--- src/rtl/anc_ins_pkg.sv ---
package anc_ins_pkg;

    localparam int WORD_W = 10;
    localparam logic [WORD_W-1:0] WORD_ONES = '1;
    localparam logic [WORD_W-1:0] WORD_ZERO = '0;
    localparam logic [1:0] MODE_BYPASS = 2'b11;
    localparam int PKT_HDR_SKIP = 4;  // flag words 2,3 plus two id words before the count

    typedef logic [WORD_W-1:0] word_t;

    typedef enum logic [2:0] {
        ST_IDLE,
        ST_SCAN,
        ST_HDR,
        ST_BODY,
        ST_INS
    } slot_state_e;

    typedef struct packed {
        logic f;
        logic h;
    } trs_flags_t;

    function automatic trs_flags_t decode_xyz(input word_t w);
        trs_flags_t r;
        r.f = w[8];
        r.h = w[6];
        return r;
    endfunction

    function automatic logic is_trs_lead(input word_t a, input word_t b, input word_t c);
        return (a == WORD_ONES) && (b == WORD_ZERO) && (c == WORD_ZERO);
    endfunction

    function automatic logic is_data_flag(input word_t a, input word_t b, input word_t c);
        return (a == WORD_ZERO) && (b == WORD_ONES) && (c == WORD_ONES);
    endfunction

endpackage

--- src/rtl/anc_trs_pipe.sv ---
module anc_trs_pipe
    import anc_ins_pkg::*;
(
    input  logic  clk,
    input  logic  rst,
    input  word_t din,
    output word_t head,
    output word_t look1,
    output word_t look2,
    output logic  head_eav,
    output logic  head_f
);
    word_t s0, s1, s2;
    logic  t0, t1, t2;
    trs_flags_t fl;

    always_ff @(posedge clk) begin
        if (rst) begin
            s0 <= '0; s1 <= '0; s2 <= '0;
            t0 <= 1'b0; t1 <= 1'b0; t2 <= 1'b0;
        end else begin
            s0 <= din;
            s1 <= s0;
            s2 <= s1;
            t0 <= is_trs_lead(s2, s1, s0);  // tags the word entering now as a code word
            t1 <= t0;
            t2 <= t1;
        end
    end

    always_comb begin
        fl       = decode_xyz(s2);
        head     = s2;
        look1    = s1;
        look2    = s0;
        head_eav = t2 && fl.h;
        head_f   = fl.f;
    end

    // a tagged code word is always preceded by the zero lead word
    assert_tag_lead_R10: assert property (@(posedge clk) disable iff (rst)
        head_eav |-> $past(s2) == WORD_ZERO);

endmodule

--- src/rtl/anc_line_arm.sv ---
module anc_line_arm
    import anc_ins_pkg::*;
#(
    parameter int LINE_W     = 11,
    parameter int RESUME_CYC = 2200
)(
    input  logic              clk,
    input  logic              rst,
    input  logic              head_eav,
    input  logic              head_f,
    input  logic              en_i,
    input  logic              bypass_i,
    input  logic [LINE_W-1:0] tgt_a,
    input  logic [LINE_W-1:0] tgt_b,
    output logic              line_hit
);
    localparam int HOLD_W = $clog2(RESUME_CYC + 1);

    logic [LINE_W-1:0] line_q, line_nxt;
    logic [HOLD_W-1:0] holdoff;
    logic prev_f, armed, byp_q, boundary, hold_done, arm_now;

    always_comb begin
        boundary  = head_eav && prev_f && !head_f;
        line_nxt  = boundary ? LINE_W'(1) : line_q + 1'b1;
        hold_done = (holdoff == '0);
        arm_now   = armed || (boundary && en_i && hold_done);
        line_hit  = head_eav && !bypass_i && arm_now &&
                    ((line_nxt == tgt_a) || (line_nxt == tgt_b));
    end

    always_ff @(posedge clk) begin
        if (rst) begin
            line_q  <= '0;
            prev_f  <= 1'b0;
            armed   <= 1'b0;
            holdoff <= '0;
            byp_q   <= 1'b0;
        end else begin
            byp_q <= bypass_i;
            if (head_eav) begin
                line_q <= line_nxt;
                prev_f <= head_f;
            end
            if (bypass_i) begin
                armed   <= 1'b0;
                holdoff <= '0;
            end else if (byp_q) begin
                holdoff <= HOLD_W'(RESUME_CYC);
            end else begin
                if (!hold_done) begin
                    holdoff <= holdoff - 1'b1;
                    if (holdoff == HOLD_W'(1) && en_i)
                        armed <= 1'b1;
                end
                if (boundary && en_i && hold_done)
                    armed <= 1'b1;
            end
        end
    end

    assert_hold_blocks_R5: assert property (@(posedge clk) disable iff (rst)
        (holdoff != '0) |-> !line_hit);
    assert_arm_kept_R3: assert property (@(posedge clk) disable iff (rst)
        (armed && !bypass_i) |=> armed);
    assert_bypass_disarms_R4: assert property (@(posedge clk) disable iff (rst)
        bypass_i |=> !armed);

endmodule

--- src/rtl/anc_slot_fsm.sv ---
module anc_slot_fsm
    import anc_ins_pkg::*;
#(
    parameter int HBLANK = 268,
    parameter int CNT_W  = 10
)(
    input  logic             clk,
    input  logic             rst,
    input  logic             bypass_i,
    input  logic             direct_i,
    input  logic             line_hit,
    input  logic             head_eav,
    input  word_t            head,
    input  word_t            look1,
    input  word_t            look2,
    input  logic [CNT_W-1:0] avail,
    output logic             ins_now,
    output logic             ovf_o
);
    localparam int POS_W = $clog2(HBLANK + 1);
    localparam int SUM_W = ((POS_W > CNT_W) ? POS_W : CNT_W) + 1;

    slot_state_e       state;
    logic [POS_W-1:0]  pos;
    logic [CNT_W-1:0]  left;
    logic [8:0]        cnt;
    logic              dir_q, flag_here, place_try, fits;
    logic [SUM_W-1:0]  span;

    always_comb begin
        flag_here = is_data_flag(head, look1, look2);
        place_try = (state == ST_SCAN) && !(!dir_q && flag_here);
        span      = SUM_W'(pos) + SUM_W'(left);
        fits      = span <= SUM_W'(HBLANK);
        ins_now   = !bypass_i && !head_eav &&
                    ((state == ST_INS) || (place_try && fits));
    end

    always_ff @(posedge clk) begin
        if (rst) begin
            state <= ST_IDLE;
            pos   <= '0;
            left  <= '0;
            cnt   <= '0;
            dir_q <= 1'b0;
            ovf_o <= 1'b0;
        end else begin
            ovf_o <= 1'b0;
            if (head_eav)
                pos <= '0;
            else if (pos != POS_W'(HBLANK))
                pos <= pos + 1'b1;

            if (bypass_i) begin
                state <= ST_IDLE;
            end else if (head_eav) begin
                if (line_hit && avail != '0) begin
                    state <= ST_SCAN;
                    left  <= avail;
                    dir_q <= direct_i;
                end else begin
                    state <= ST_IDLE;
                end
            end else begin
                unique case (state)
                    ST_SCAN: begin
                        if (!dir_q && flag_here) begin
                            state <= ST_HDR;
                            cnt   <= 9'(PKT_HDR_SKIP);
                        end else if (fits) begin
                            left  <= left - 1'b1;
                            state <= (left == CNT_W'(1)) ? ST_IDLE : ST_INS;
                        end else begin
                            ovf_o <= 1'b1;
                            state <= ST_IDLE;
                        end
                    end
                    ST_HDR: begin
                        if (cnt == '0) begin
                            cnt   <= {1'b0, head[7:0]} + 9'd1;  // user words plus checksum
                            state <= ST_BODY;
                        end else begin
                            cnt <= cnt - 1'b1;
                        end
                    end
                    ST_BODY: begin
                        if (cnt == 9'd1) state <= ST_SCAN;
                        else             cnt   <= cnt - 1'b1;
                    end
                    ST_INS: begin
                        left <= left - 1'b1;
                        if (left == CNT_W'(1)) state <= ST_IDLE;
                    end
                    default: state <= ST_IDLE;
                endcase
            end
        end
    end

    assert_in_blank_R8: assert property (@(posedge clk) disable iff (rst)
        ins_now |-> (pos < POS_W'(HBLANK)));
    assert_ovf_no_read_R8: assert property (@(posedge clk) disable iff (rst)
        ovf_o |-> !ins_now);
    assert_direct_start_R6: assert property (@(posedge clk) disable iff (rst)
        ((state == ST_SCAN) && dir_q && !head_eav) |-> (pos == '0));

endmodule

--- src/rtl/anc_line_inserter.sv ---
module anc_line_inserter
    import anc_ins_pkg::*;
#(
    parameter int HBLANK     = 268,
    parameter int RESUME_CYC = 2200,
    parameter int LINE_W     = 11,
    parameter int CNT_W      = 10
)(
    input  logic              clk,
    input  logic              rst,
    input  logic [9:0]        vid_i,
    output logic [9:0]        vid_o,
    input  logic              ins_en_i,
    input  logic [1:0]        op_mode_i,
    input  logic              direct_sel_i,
    input  logic [LINE_W-1:0] tgt_line_a_i,
    input  logic [LINE_W-1:0] tgt_line_b_i,
    input  logic [9:0]        buf_word_i,
    input  logic [CNT_W-1:0]  buf_avail_i,
    output logic              buf_pop_o,
    output logic              ovf_o
);
    word_t head, look1, look2;
    logic  head_eav, head_f, line_hit, ins_now, bypass;

    assign bypass = (op_mode_i == MODE_BYPASS);

    anc_trs_pipe u_pipe (
        .clk(clk), .rst(rst), .din(vid_i),
        .head(head), .look1(look1), .look2(look2),
        .head_eav(head_eav), .head_f(head_f)
    );

    anc_line_arm #(.LINE_W(LINE_W), .RESUME_CYC(RESUME_CYC)) u_arm (
        .clk(clk), .rst(rst), .head_eav(head_eav), .head_f(head_f),
        .en_i(ins_en_i), .bypass_i(bypass),
        .tgt_a(tgt_line_a_i), .tgt_b(tgt_line_b_i), .line_hit(line_hit)
    );

    anc_slot_fsm #(.HBLANK(HBLANK), .CNT_W(CNT_W)) u_slot (
        .clk(clk), .rst(rst), .bypass_i(bypass), .direct_i(direct_sel_i),
        .line_hit(line_hit), .head_eav(head_eav),
        .head(head), .look1(look1), .look2(look2),
        .avail(buf_avail_i), .ins_now(ins_now), .ovf_o(ovf_o)
    );

    assign buf_pop_o = ins_now;

    always_ff @(posedge clk) begin
        if (rst) vid_o <= '0;
        else     vid_o <= ins_now ? buf_word_i : head;
    end

    assert_bypass_no_pop_R4: assert property (@(posedge clk) disable iff (rst)
        (bypass && $past(bypass)) |-> !buf_pop_o);

endmodule

--- config.mk ---
export PLATFORM = sky130hd
export DESIGN_NAME = anc_line_inserter
export DESIGN_NICKNAME = d
export VERILOG_FILES = /design/src/rtl/anc_ins_pkg.sv /design/src/rtl/anc_trs_pipe.sv /design/src/rtl/anc_line_arm.sv /design/src/rtl/anc_slot_fsm.sv /design/src/rtl/anc_line_inserter.sv
export SDC_FILE = /design/constraint.sdc
export NUM_CORES = 1
export LEC_CHECK = 0
export BUFFER_PORTS_ARGS = -buffer_cell sky130_fd_sc_hd__buf_2
export CAP_MARGIN = 20
export CELL_PAD_IN_SITES_DETAIL_PLACEMENT = 1
export CELL_PAD_IN_SITES_GLOBAL_PLACEMENT = 1
export CORE_MARGIN = 2
export CORE_UTILIZATION = 47
export DETAILED_ROUTE_END_ITERATION = 10
export PLACE_DENSITY = 0.86
export SYNTH_ARGS = -nofsm -noshare
export SYNTH_HDL_FRONTEND = slang
export SYNTH_SLANG_ARGS = --single-unit
--- constraint.sdc ---
create_clock -name clk -period 6 [get_ports clk]
set_input_delay 0.6 -clock clk [delete_from_list [all_inputs] [get_ports clk]]
set_output_delay 0.6 -clock clk [all_outputs]
set_load 0.005 [all_outputs]
==> key figures, run 1 <==
Outcome
  • Status: complete, no violations

STA
  • Final Hold Fails: 0
  • Period utilization: 0.6773
  • TNS Setup: 0 ns
  • Slew headroom: 0.4073
  • Unrepaired setup endpoints after global routing: no
  • Final Slew Violations: 0
  • Skew final: 0.01517 ns
  • Fmax: 246.1 MHz
  • Fin crit period: 4.064 ns
  • Least-Margin Pin Slew: 0.8809 ns
  • Final setup fails: 0
  • Final worst slack: 1.936 ns

Setup path
  • FF-to-FF path depth: 12
  • CP Capture Type: primary output
  • Slowest CP cell: o41ai_1
  • Crit path largest cell delay: 0.54 ns
  • Delay-heaviest family, CP: compound AO/OA/AOI/OAI gates
  • Req. time, crit path: 5.40 ns
  • Crit-path max FO: 6
  • Worst reg2reg setup slack: 2.20 ns
  • Worst path bufs/invs: 2
  • Critical path type: flop to primary output
  • CP Cell Sequence: ha_1 > fa_1 > a211oi_1 > nor3_1 > nor3b_1 > o211ai_1 > o41ai_1 > nor2_1 > inv_1 > buf_2
  • Startpoint Class: flop
  • Instance count on the critical path: 10
  • Crit path DAT: 3.46 ns
  • FF-to-FF End: u_slot.left[3]
  • Worst r2r src: u_slot.left[0]

Power
  • VDD IR max: 0.2386 mV
  • Sw Pwr: 509.7 uW
  • Pleak: 0.002527 uW
  • Pwr per Cell Area: 257.2 mW/mm^2
  • Clock network power share: 0.360
  • Int Pwr: 1149 uW
  • Power, Total: 1659 uW
  • Net Sw Frac: 0.3073
  • Reg power frac: 0.461
  • Combinational power share: 0.178

Synth
  • Post-synth EDFFs: 0
  • Synth unique cells: 69
  • Synthesized area: 0.005712 sq mm
  • Syn Area/Cell: 8.290 sq um
  • Most used DFF post-synth: dfxtp_1
  • Cell accounting for the most synthesized area: dfxtp_1
  • Sequential share of the synthesized area: 0.3575
  • Area share of the largest cell type after synthesis: 0.3575
  • #FFs+latches synth: 102
  • Synth area leaders: dfxtp_1 (36%), nor2_1 (4.7%), a21oi_1 (4.5%)
  • Syn Nets: 768
  • Synth async-reset ratio: 0
  • Synth warn: 0
  • Mapped Cells: 689

Routing
  • Via/cell ratio: 6.010
  • Antenna viol nets, final: 0
  • Initial DRC count: 400
  • Total number of vias: 5379
  • Wirelength per Cell: 18.33 um
  • Total Wirelength: 16410 um
  • Metal1 wirelength: 7221 um
  • Metal3 WL: 593 um
  • First-pass DRT Iterations: 5
  • Top layer in use: met4
  • # DRC: 0
  • Met2 Wirelength: 8251 um

Clock network
  • CTS tree: done
  • Reg clk slew, reported paths: 0.08 ns
  • Clk buf depth: 2
  • Worst-Skew Late Latency: 0.36 ns
  • Post-CTS Resized: 0
  • Postcts setup bufs: 0
  • Clock sink count: 102
  • CTS Root Cell: clkbuf_16
  • Cts hold-fix bufs: 0
  • TritonCTS Buffers: 9
  • H-tree levels: 3

Flow run
  • Max-capacitance violation count: 0

Floorplan
  • Num ports: 70
  • Die X: 114.2 um
  • FP Rows: 40
  • Die height: 114.2 um
  • Area of the die: 0.01305 sq mm
  • Initial Util: 0.4775
  • CORE AREA: 0.01196 sq mm

Hold path
  • Hold EP: u_pipe.look2[7]
  • Hold depth: 2
  • Hold Path Class: input pin to flop
  • HP Start: vid_i[7]

Place
  • Placer Congestion: 0.8890
  • Cell count after placement: 879
  • Port Buffers: 69
  • HPWL Detailed: 12100 um
  • DP Area: 0.006141 sq mm
  • Placement Setup Slack: 2.343 ns

Cells and area
  • N_diodes: 0
  • Share of cells above drive strength 1: 0.1444
  • Area delta synth->final: 12.92%
  • Fin nets: 822
  • Post-layout instance area: 0.006450 sq mm
  • Fillcell total: 1444
  • Most frequent cells in the layout: dfxtp_1 (102), nor2_1 (72), buf_2 (69)
  • Final Non-Filler Cells: 895
  • Most common cell after layout, fill and taps aside: dfxtp_1

Global route
  • Initial antenna violation count: 0
  • GRT Residual Overflow: 0
  • Vias in the first global route: 5449
  • GRT Overall Usage: 0.2600
  • First-pass GRT wire length: 27190 um
  • Largest net degree at the start of global routing: 79
worst register-to-register path: cells and delay by family, from the launching register on:
| kind | cells | cell delay [ns] |
|---|---|---|
| buffers and inverters | 1 | 0.23 |
| muxes | 1 | 0.23 |
| DFF | 1 | 0.37 |
| adders and majority gates | 2 | 0.72 |
| and+or+nand+nor | 4 | 0.82 |
| AOI/OAI and AO/OA | 4 | 1.28 |
metal layers:
metal | global-route usage | vias up
met5 | 0 | -
met4 | 0.08699 | 0
met3 | 0.05029 | 23
met2 | 0.4615 | 115
met1 | 0.3153 | 2633
li1 | - | 2608
layout make-up:
cell class / instances / area, sq um / area share
clock buffers: 9 / 225.2 / 0.03492
repair buffers: 73 / 375.4 / 0.05820
inverters: 26 / 97.59 / 0.01513
multi-input cells: 531 / 3442 / 0.5337
flip-flops and latches: 102 / 2042 / 0.3166
clock inverters: 7 / 83.83 / 0.01300
well taps: 147 / 183.9 / 0.02852
through the flow:
stage	utilization	hold slack (ns)
3_5_place_dp	0.5134	0.4525
2_1_floorplan	-	0.4138
6_report	0.5392	0.4520
5_1_grt	0.5392	0.4407
3_3_place_gp	0.5134	0.4243
4_1_cts	0.5392	0.4426
cell families after synthesis:
| family | synth area share |
|---|---|
| xor gates and xnor gates | 0.05367 |
| and+or+nand+nor | 0.2762 |
| buffers and inverters | 0.03987 |
| adders and majority gates | 0.04732 |
| muxes | 0.03527 |
| AOI/OAI and AO/OA | 0.1901 |
| DFF | 0.3575 |
flip-flops by register name, summed over array words and instances, names as in the netlist, 3 cells and up:
| register | flops |
|---|---|
| u_arm.holdoff | 12 |
| u_pipe.look2 | 10 |
| u_arm.line_q | 11 |
| u_slot.left | 10 |
| u_slot.state | 3 |
| u_slot.pos | 9 |
| u_slot.cnt | 9 |
| vid_o | 10 |
| u_pipe.head | 10 |
| u_pipe.look1 | 10 |
cells in the mapped netlist (all sizes together) (4+ instances only):
library cell  number
o21ai             28
xnor2             17
nand4             11
and2               5
a31oi              4
a22oi              5
ha                20
buf                9
xor2              18
nand2             55
o211ai            10
nand2b             9
dfxtp            102
nor2              72
a21oi             55
or4               10
nor2b             37
nor3              25
o2111ai            5
nand3             28
and3               5
nor4              16
clkbuf            21
a211oi            12
inv               26
mux2i             19
nor3b              5
power groups by stage:
stage / clock (uW) / sequential [uW] / combinational (uW)
after floorplan: 0 / 767 / 220
after global placement: 0 / 776 / 280
after detailed placement: 0 / 781 / 293
after CTS: 612 / 765 / 298
after global routing: 646 / 773 / 332
final: 598 / 765 / 296
worst max-delay path by stage:
stage	startpoint	end	slack (ns)
detailed placement	u_slot.left[0]	u_slot.left[0]	2.34
CTS	u_slot.left[0]	buf_pop_o	1.98
global route	u_slot.left[0]	buf_pop_o	1.67
finish	u_slot.left[0]	buf_pop_o	1.94
global placement	u_slot.left[0]	u_slot.left[3]	2.66
floorplan	u_slot.left[0]	buf_pop_o	2.88
Note: power is estimated with default switching activity, not from simulation.
==> inputs of run 2 (changes only) <==
CORE_UTILIZATION = 40   (was 47)
PLACE_DENSITY = 0.78   (was 0.86)
clock period = 3.5 ns   (was 6 ns; I/O delays follow)
==> key figures, run 2 (synthesis results as in run 1) <==
Outcome
  • Status: complete, no violations

Place
  • Cell count after placement: 922 (+4.9%)
  • DP Area: 0.006257 sq mm (+1.9%)
  • Placement Setup Slack: -0.1966 ns (-2.539 ns)
  • Placer Congestion: 0.8469 (-4.7%)
  • Port Buffers: 69 (unchanged)
  • HPWL Detailed: 12490 um (+3.2%)

Setup path
  • FF-to-FF path depth: 10 (-2)
  • CP startpoint: u_slot.pos[0]
  • Critical path type: flop to primary output
  • Crit path DAT: 2.92 ns (-0.54 ns)
  • Worst reg2reg setup slack: 0.28 ns (-1.92 ns)
  • FF-to-FF End: u_slot.left[0]
  • Req. time, crit path: 3.15 ns (-2.25 ns)
  • CP Capture Type: primary output
  • Worst r2r src: u_arm.line_q[0]
  • Startpoint Class: flop
  • Crit-path max FO: 4 (-2)

Global route
  • GRT Overall Usage: 0.2217 (-0.03832)
  • Largest net degree at the start of global routing: 54 (-32%)
  • First-pass GRT wire length: 26630 um (-2.1%)
  • GRT Residual Overflow: 0 (unchanged)
  • Initial antenna violation count: 0 (unchanged)
  • Vias in the first global route: 5576 (+2.3%)

Power
  • Int Pwr: 1959 uW (+70%)
  • VDD IR max: 0.2704 mV (+13%)
  • Net Sw Frac: 0.3045 (-0.002777)
  • Combinational power share: 0.181 (+0.003)
  • Clock network power share: 0.354 (-0.006)
  • Sw Pwr: 857.6 uW (+68%)
  • Pwr per Cell Area: 425.0 mW/mm^2 (+65%)
  • Pleak: 0.002595 uW (+2.7%)
  • Reg power frac: 0.466 (+0.005)

Floorplan
  • Area of the die: 0.01525 sq mm (+17%)
  • Initial Util: 0.4099 (-0.06762)
  • Num ports: 70 (unchanged)
  • Die X: 123.5 um (+8.1%)
  • FP Rows: 43 (+7.5%)
  • CORE AREA: 0.01393 sq mm (+16%)
  • Die height: 123.5 um (+8.1%)

Clock network
  • H-tree levels: 3 (unchanged)
  • Clock sink count: 102 (unchanged)
  • Worst-Skew Late Latency: 0.36 ns (about the same)
  • Reg clk slew, reported paths: 0.08 ns (about the same)
  • Cts hold-fix bufs: 0 (unchanged)
  • CTS Root Cell: clkbuf_16
  • TritonCTS Buffers: 9 (unchanged)
  • CTS tree: done
  • Clk buf depth: 2 (unchanged)

Cells and area
  • N_diodes: 0 (unchanged)
  • Largest regs: u_arm.holdoff (12), u_arm.line_q (11)
  • Fin nets: 835 (+1.6%)
  • Number of flip-flops in the largest register: 12 (unchanged)
  • Fillcell total: 1746 (+21%)
  • Most frequent cells in the layout: dfxtp_1 (101), nor2_1 (71), buf_2 (69)
  • Share of cells above drive strength 1: 0.1682 (+0.02381)
  • Most common cell after layout, fill and taps aside: dfxtp_1
  • Area delta synth->final: 16.04%
  • Multi-input logic area: 0.003498 sq mm (+1.6%)
  • Final Non-Filler Cells: 941 (+5.1%)
  • Biggest register: u_arm.holdoff
  • FF/Latch Area: 0.002043 sq mm (about the same)
  • Post-layout instance area: 0.006628 sq mm (+2.8%)

Routing
  • # DRC: 0 (unchanged)
  • Via/cell ratio: 5.655 (-5.9%)
  • Initial DRC count: 273 (-32%)
  • Total Wirelength: 16340 um (-0.41%)
  • Antenna viol nets, final: 0 (unchanged)
  • Total number of vias: 5321 (-1.1%)
  • Wirelength per Cell: 17.36 um (-5.3%)
  • First-pass DRT Iterations: 4 (-1)

STA
  • Final worst slack: 0.2335 ns (-1.703 ns)
  • Final Hold Fails: 0 (unchanged)
  • Skew final: 0.009506 ns (-0.005666 ns)
  • Unrepaired setup endpoints after global routing: no
  • Period utilization: 0.9333
  • Fmax: 306.1 MHz
  • Final Slew Violations: 0 (unchanged)
  • Least-Margin Pin Slew: 0.8829 ns (+0.002029 ns)
  • Slew headroom: 0.4060 (-0.001365)
  • Fin crit period: 3.266 ns
  • Final setup fails: 0 (unchanged)

Hold path
  • Hold Path Class: input pin to flop
  • HP Start: vid_i[7]
  • Hold EP: u_pipe.look2[7]
  • Hold depth: 2 (unchanged)

Flow run
  • Max-capacitance violation count: 0 (unchanged)
-- run 2: cell count changes in the layout (fill, tap and decap cells not counted), sizes merged --
cell / previous run / this run
buf: 73 / 86
clkbuf: 9 / 10
clkinv: 3 / 1
clkinvlp: 0 / 1
-- run 2: through the flow --
step | total power, uW | utilization | hold slack (ns) | setup TNS [ns]
3_5_place_dp | 1842 | 0.4490 | 0.4439 | -1.801
2_1_floorplan | 1692 | - | 0.4138 | 0
3_3_place_gp | 1805 | 0.4490 | 0.4237 | -0.2370
6_report | 2816 | 0.4756 | 0.1924 | 0
5_1_grt | 2968 | 0.4756 | 0.1947 | 0
4_1_cts | 2845 | 0.4723 | 0.1866 | 0
-- run 2: metal layers --
metal  global-route usage  up-vias  routed length, um
met5                    0        -                  0
met4              0.06463        0                255
met3              0.04797       22                645
met2               0.3870       98               8032
met1               0.2728     2571               7402
li1                     -     2630                  -
-- run 2: cell type report --
class	instances	share of cell area
multi-input combinational	531	0.5278
sequential	102	0.3083
timing repair buffer	86	0.07136
clock buffer	10	0.03455
tap	180	0.03398
inverter	26	0.01473
clock inverter	6	0.009251
-- run 2: worst max path at each step --
stage | endpoint | slack, ns
6_report | buf_pop_o | 0.23
5_1_grt | buf_pop_o | 0.03
4_1_cts | buf_pop_o | 0.06
3_5_place_dp | u_slot.left[0] | -0.20
3_3_place_gp | u_slot.left[0] | -0.05
2_1_floorplan | u_slot.left[2] | 0.40
-- run 2: worst max-delay path, cell delays in order, from the launching register on --
cell      delay [ns]
dfxtp_1         0.35
ha_1            0.23
fa_2            0.40
a211oi_4        0.26
or3_1           0.18
a21oi_1         0.09
or4_1           0.55
a31oi_4         0.22
nor2_4          0.06
inv_1           0.10
buf_2           0.12
-- run 2: repair_timing --
action	4_1_cts	5_1_grt
gates resized for setup	5	6
pin swaps	1	2
buffers inserted	1	2
cloned	0	0
setup endpoints to repair	15	5
-- run 2: power groups by stage --
stage / logic [uW] / registers (uW) / clock network, uW
final: 508 / 1310 / 996
after global routing: 578 / 1330 / 1060
after CTS: 516 / 1310 / 1020
after detailed placement: 503 / 1340 / 0
after global placement: 475 / 1330 / 0
after floorplan: 377 / 1320 / 0
==> inputs of run 3 (changes only) <==
ABC_AREA = 1   (was default)
CORE_UTILIZATION = 37   (was 40)
PLACE_DENSITY = 0.77   (was 0.78)
==> key figures, run 3 <==
Cells and area
  • Most common cell after layout, fill and taps aside: nand2_1
  • Number of flip-flops in the largest register: 12 (unchanged)
  • Final Non-Filler Cells: 1122 (+19%)
  • Area delta synth->final: 15.47%
  • Biggest register: u_arm.holdoff
  • N_diodes: 0 (unchanged)
  • Largest regs: u_arm.holdoff (12), u_arm.line_q (11)
  • Most frequent cells in the layout: nand2_1 (164), inv_1 (139), nor2_1 (136)
  • Share of cells above drive strength 1: 0.1124 (-0.05578)
  • Fin nets: 1008 (+21%)
  • Post-layout instance area: 0.006585 sq mm (-0.64%)

Outcome
  • Status: complete, no violations

Place
  • Cell count after placement: 1106 (+20%)
  • Port Buffers: 69 (unchanged)
  • HPWL Detailed: 11890 um (-4.8%)
  • DP Area: 0.006245 sq mm (-0.20%)
  • Placer Congestion: 0.8608 (+1.6%)

Synth
  • Synth warn: 0 (unchanged)
  • Mapped Cells: 860 (+25%)
  • Syn Nets: 939 (+22%)
  • #FFs+latches synth: 102 (unchanged)
  • Synth unique cells: 42 (-39%)
  • Sequential share of the synthesized area: 0.3581 (+0.0005490)
  • Cell accounting for the most synthesized area: dfxtp_1
  • Syn Area/Cell: 6.631 sq um (-20%)
  • Area share of the largest cell type after synthesis: 0.3581 (+0.0005490)
  • Synth async-reset ratio: 0 (unchanged)
  • Synthesized area: 0.005703 sq mm (-0.15%)
  • Top cell types by occurrence after synthesis: nand2_1 (164), inv_1 (140), nor2_1 (136)
  • Cell with the most instances after synthesis: nand2_1
  • Post-synth EDFFs: 0 (unchanged)
  • Synth area leaders: dfxtp_1 (36%), nand2_1 (11%), inv_1 (9.2%)
  • Most used DFF post-synth: dfxtp_1

STA
  • Final Slew Violations: 0 (unchanged)
  • Final setup fails: 0 (unchanged)
  • Period utilization: 0.9027 (-0.03062)
  • Skew final: 0.005129 ns (-0.004377 ns)
  • Slew headroom: 0.3385 (-0.06747)
  • Final Hold Fails: 0 (unchanged)
  • Least-Margin Pin Slew: 0.9832 ns (+0.1003 ns)
  • Worst hold slack: 0.1885 ns (-0.003942 ns)
  • TNS Setup: 0 ns (unchanged)
  • Fin crit period: 3.159 ns (-0.1072 ns)
  • Unrepaired setup endpoints after global routing: no
  • Fmax: 316.5 MHz (+3.4%)

Global route
  • Largest net degree at the start of global routing: 35 (-35%)
  • GRT Residual Overflow: 0 (unchanged)
  • Initial antenna violation count: 0 (unchanged)
  • GRT Overall Usage: 0.1925 (-0.02919)
  • First-pass GRT wire length: 25500 um (-4.2%)
  • Vias in the first global route: 5360 (-3.9%)

Routing
  • Via/cell ratio: 4.926 (-13%)
  • First-pass DRT Iterations: 5 (+1)
  • Total Wirelength: 15090 um (-7.6%)
  • Total number of vias: 5527 (+3.9%)
  • Wirelength per Cell: 13.45 um (-23%)
  • Antenna viol nets, final: 0 (unchanged)
  • Initial DRC count: 250 (-8.4%)
  • # DRC: 0 (unchanged)

Clock network
  • Reg clk slew, reported paths: 0.07 ns (about the same)
  • Clk buf depth: 2 (unchanged)
  • CTS Root Cell: clkbuf_16
  • TritonCTS Buffers: 9 (unchanged)
  • Postcts setup bufs: 0 (-1)
  • Clock sink count: 102 (unchanged)
  • CTS tree: done
  • Post-CTS Resized: 0 (-5)
  • Cts hold-fix bufs: 0 (unchanged)
  • Worst-Skew Late Latency: 0.36 ns (about the same)
  • H-tree levels: 3 (unchanged)

Setup path
  • Startpoint Class: flop
  • Crit-path max FO: 11 (+7)
  • Critical path type: flop to primary output
  • Worst reg2reg setup slack: 0.86 ns (+0.58 ns)
  • Req. time, crit path: 3.15 ns (about the same)
  • Crit path DAT: 2.81 ns (-0.11 ns)
  • CP Capture Type: primary output

Floorplan
  • Die height: 128.2 um (+3.8%)
  • CORE AREA: 0.01515 sq mm (+8.7%)
  • FP Rows: 45 (+4.7%)
  • Die X: 128.2 um (+3.8%)
  • Num ports: 70 (unchanged)
  • Area of the die: 0.01642 sq mm (+7.7%)
  • Initial Util: 0.3765 (-0.03336)

Power
  • Net Sw Frac: 0.3048 (+0.0003192)
  • Reg power frac: 0.434 (-0.032)
  • Clock network power share: 0.375 (+0.021)
  • Sw Pwr: 914.4 uW (+6.6%)
  • Pwr per Cell Area: 455.6 mW/mm^2 (+7.2%)
  • Combinational power share: 0.191 (+0.010)
  • VDD IR max: 0.2794 mV (+3.3%)
  • Pleak: 0.003128 uW (+21%)
  • Int Pwr: 2086 uW (+6.5%)

Flow run
  • Max-capacitance violation count: 0 (unchanged)

Hold path
  • Hold Path Class: input pin to flop
## run 3: cell types whose count changed in the layout (fill, tap and decap cells not counted), moves of 9 or more
| cell | previous run | this run |
|---|---|---|
| inv_1 | 26 | 139 |
| nor2b_1 | 37 | 0 |
| mux2i_1 | 19 | 1 |
| nand3_1 | 27 | 54 |
| nand2b_1 | 9 | 0 |
| nor3_1 | 24 | 10 |
| o21ai_0 | 28 | 46 |
| o211ai_1 | 10 | 1 |
| buf_4 | 17 | 6 |
| nand2_1 | 54 | 164 |
| nand3b_1 | 3 | 13 |
| nand4_1 | 10 | 28 |
| nor2_1 | 71 | 136 |
| or4_1 | 9 | 0 |
## run 3: cell families after synthesis
kind of cell | after synthesis | synth area share
flops | 102 | 0.3581
mux | 1 | 0.001755
compound gates | 124 | 0.1194
xor+xnor | 21 | 0.03225
simple gates | 429 | 0.3311
fa+ha+maj | 21 | 0.04739
buf+inv | 162 | 0.1101
## run 3: power by group through the flow
| stage | clock network, uW | registers (uW) | logic, uW |
|---|---|---|---|
| after global routing | 1200 | 1310 | 675 |
| after global placement | 0 | 1330 | 561 |
| after detailed placement | 0 | 1330 | 581 |
| after CTS | 1150 | 1300 | 583 |
| after floorplan | 0 | 1310 | 427 |
| final | 1120 | 1300 | 574 |
## run 3: final cells by class
class,count,area [sq um]
clock buffer,9,225.2
clock inverter,7,115.1
fill,2004,8561
inverter,145,544.3
multi-input combinational,596,3033
sequential,102,2042
tap,188,235.2
timing repair buffer,75,390.4
## run 3: path summary, 6_finish.rpt
kind,start,endpoint,cells past startpoint
hold / removal,vid_i[3],u_pipe.look2[3],3
hold reg to reg,u_pipe.t0,u_pipe.t1,2
setup / recovery,u_slot.left[2],buf_pop_o,14
setup reg to reg,u_slot.left[2],vid_o[5],15
## run 3: critical path, stage by stage, from the launching register on
cell and delay (ns):
dfxtp_1 0.36, ha_1 0.40, a21oi_1 0.28, nand2_1 0.13, nand3_1 0.11, nand2_1 0.08, nand2_1 0.06, nand2_1 0.06
nor2_1 0.09, a21oi_1 0.05, nand2_1 0.11, nor2_1 0.06, o21ai_0 0.32, inv_2 0.17, buf_2 0.17
## run 3: layer usage
layer | vias to the layer above | wire length [um] | global-route usage
met5 | - | 33 | 0
met4 | 3 | 147 | 0.04396
met3 | 11 | 326 | 0.04132
met2 | 39 | 7162 | 0.3275
met1 | 2563 | 7424 | 0.2503
li1 | 2911 | - | -
## run 3: per-stage QoR
| step | setup slack [ns] | power, uW | util |
|---|---|---|---|
| 2_1_floorplan | 1.119 | 1740 | - |
| 4_1_cts | 0.2512 | 3039 | 0.4348 |
| 6_report | 0.3407 | 3000 | 0.4348 |
| 3_5_place_dp | 0.6493 | 1910 | 0.4123 |
| 5_1_grt | 0.01587 | 3192 | 0.4348 |
| 3_3_place_gp | 0.7070 | 1887 | 0.4123 |
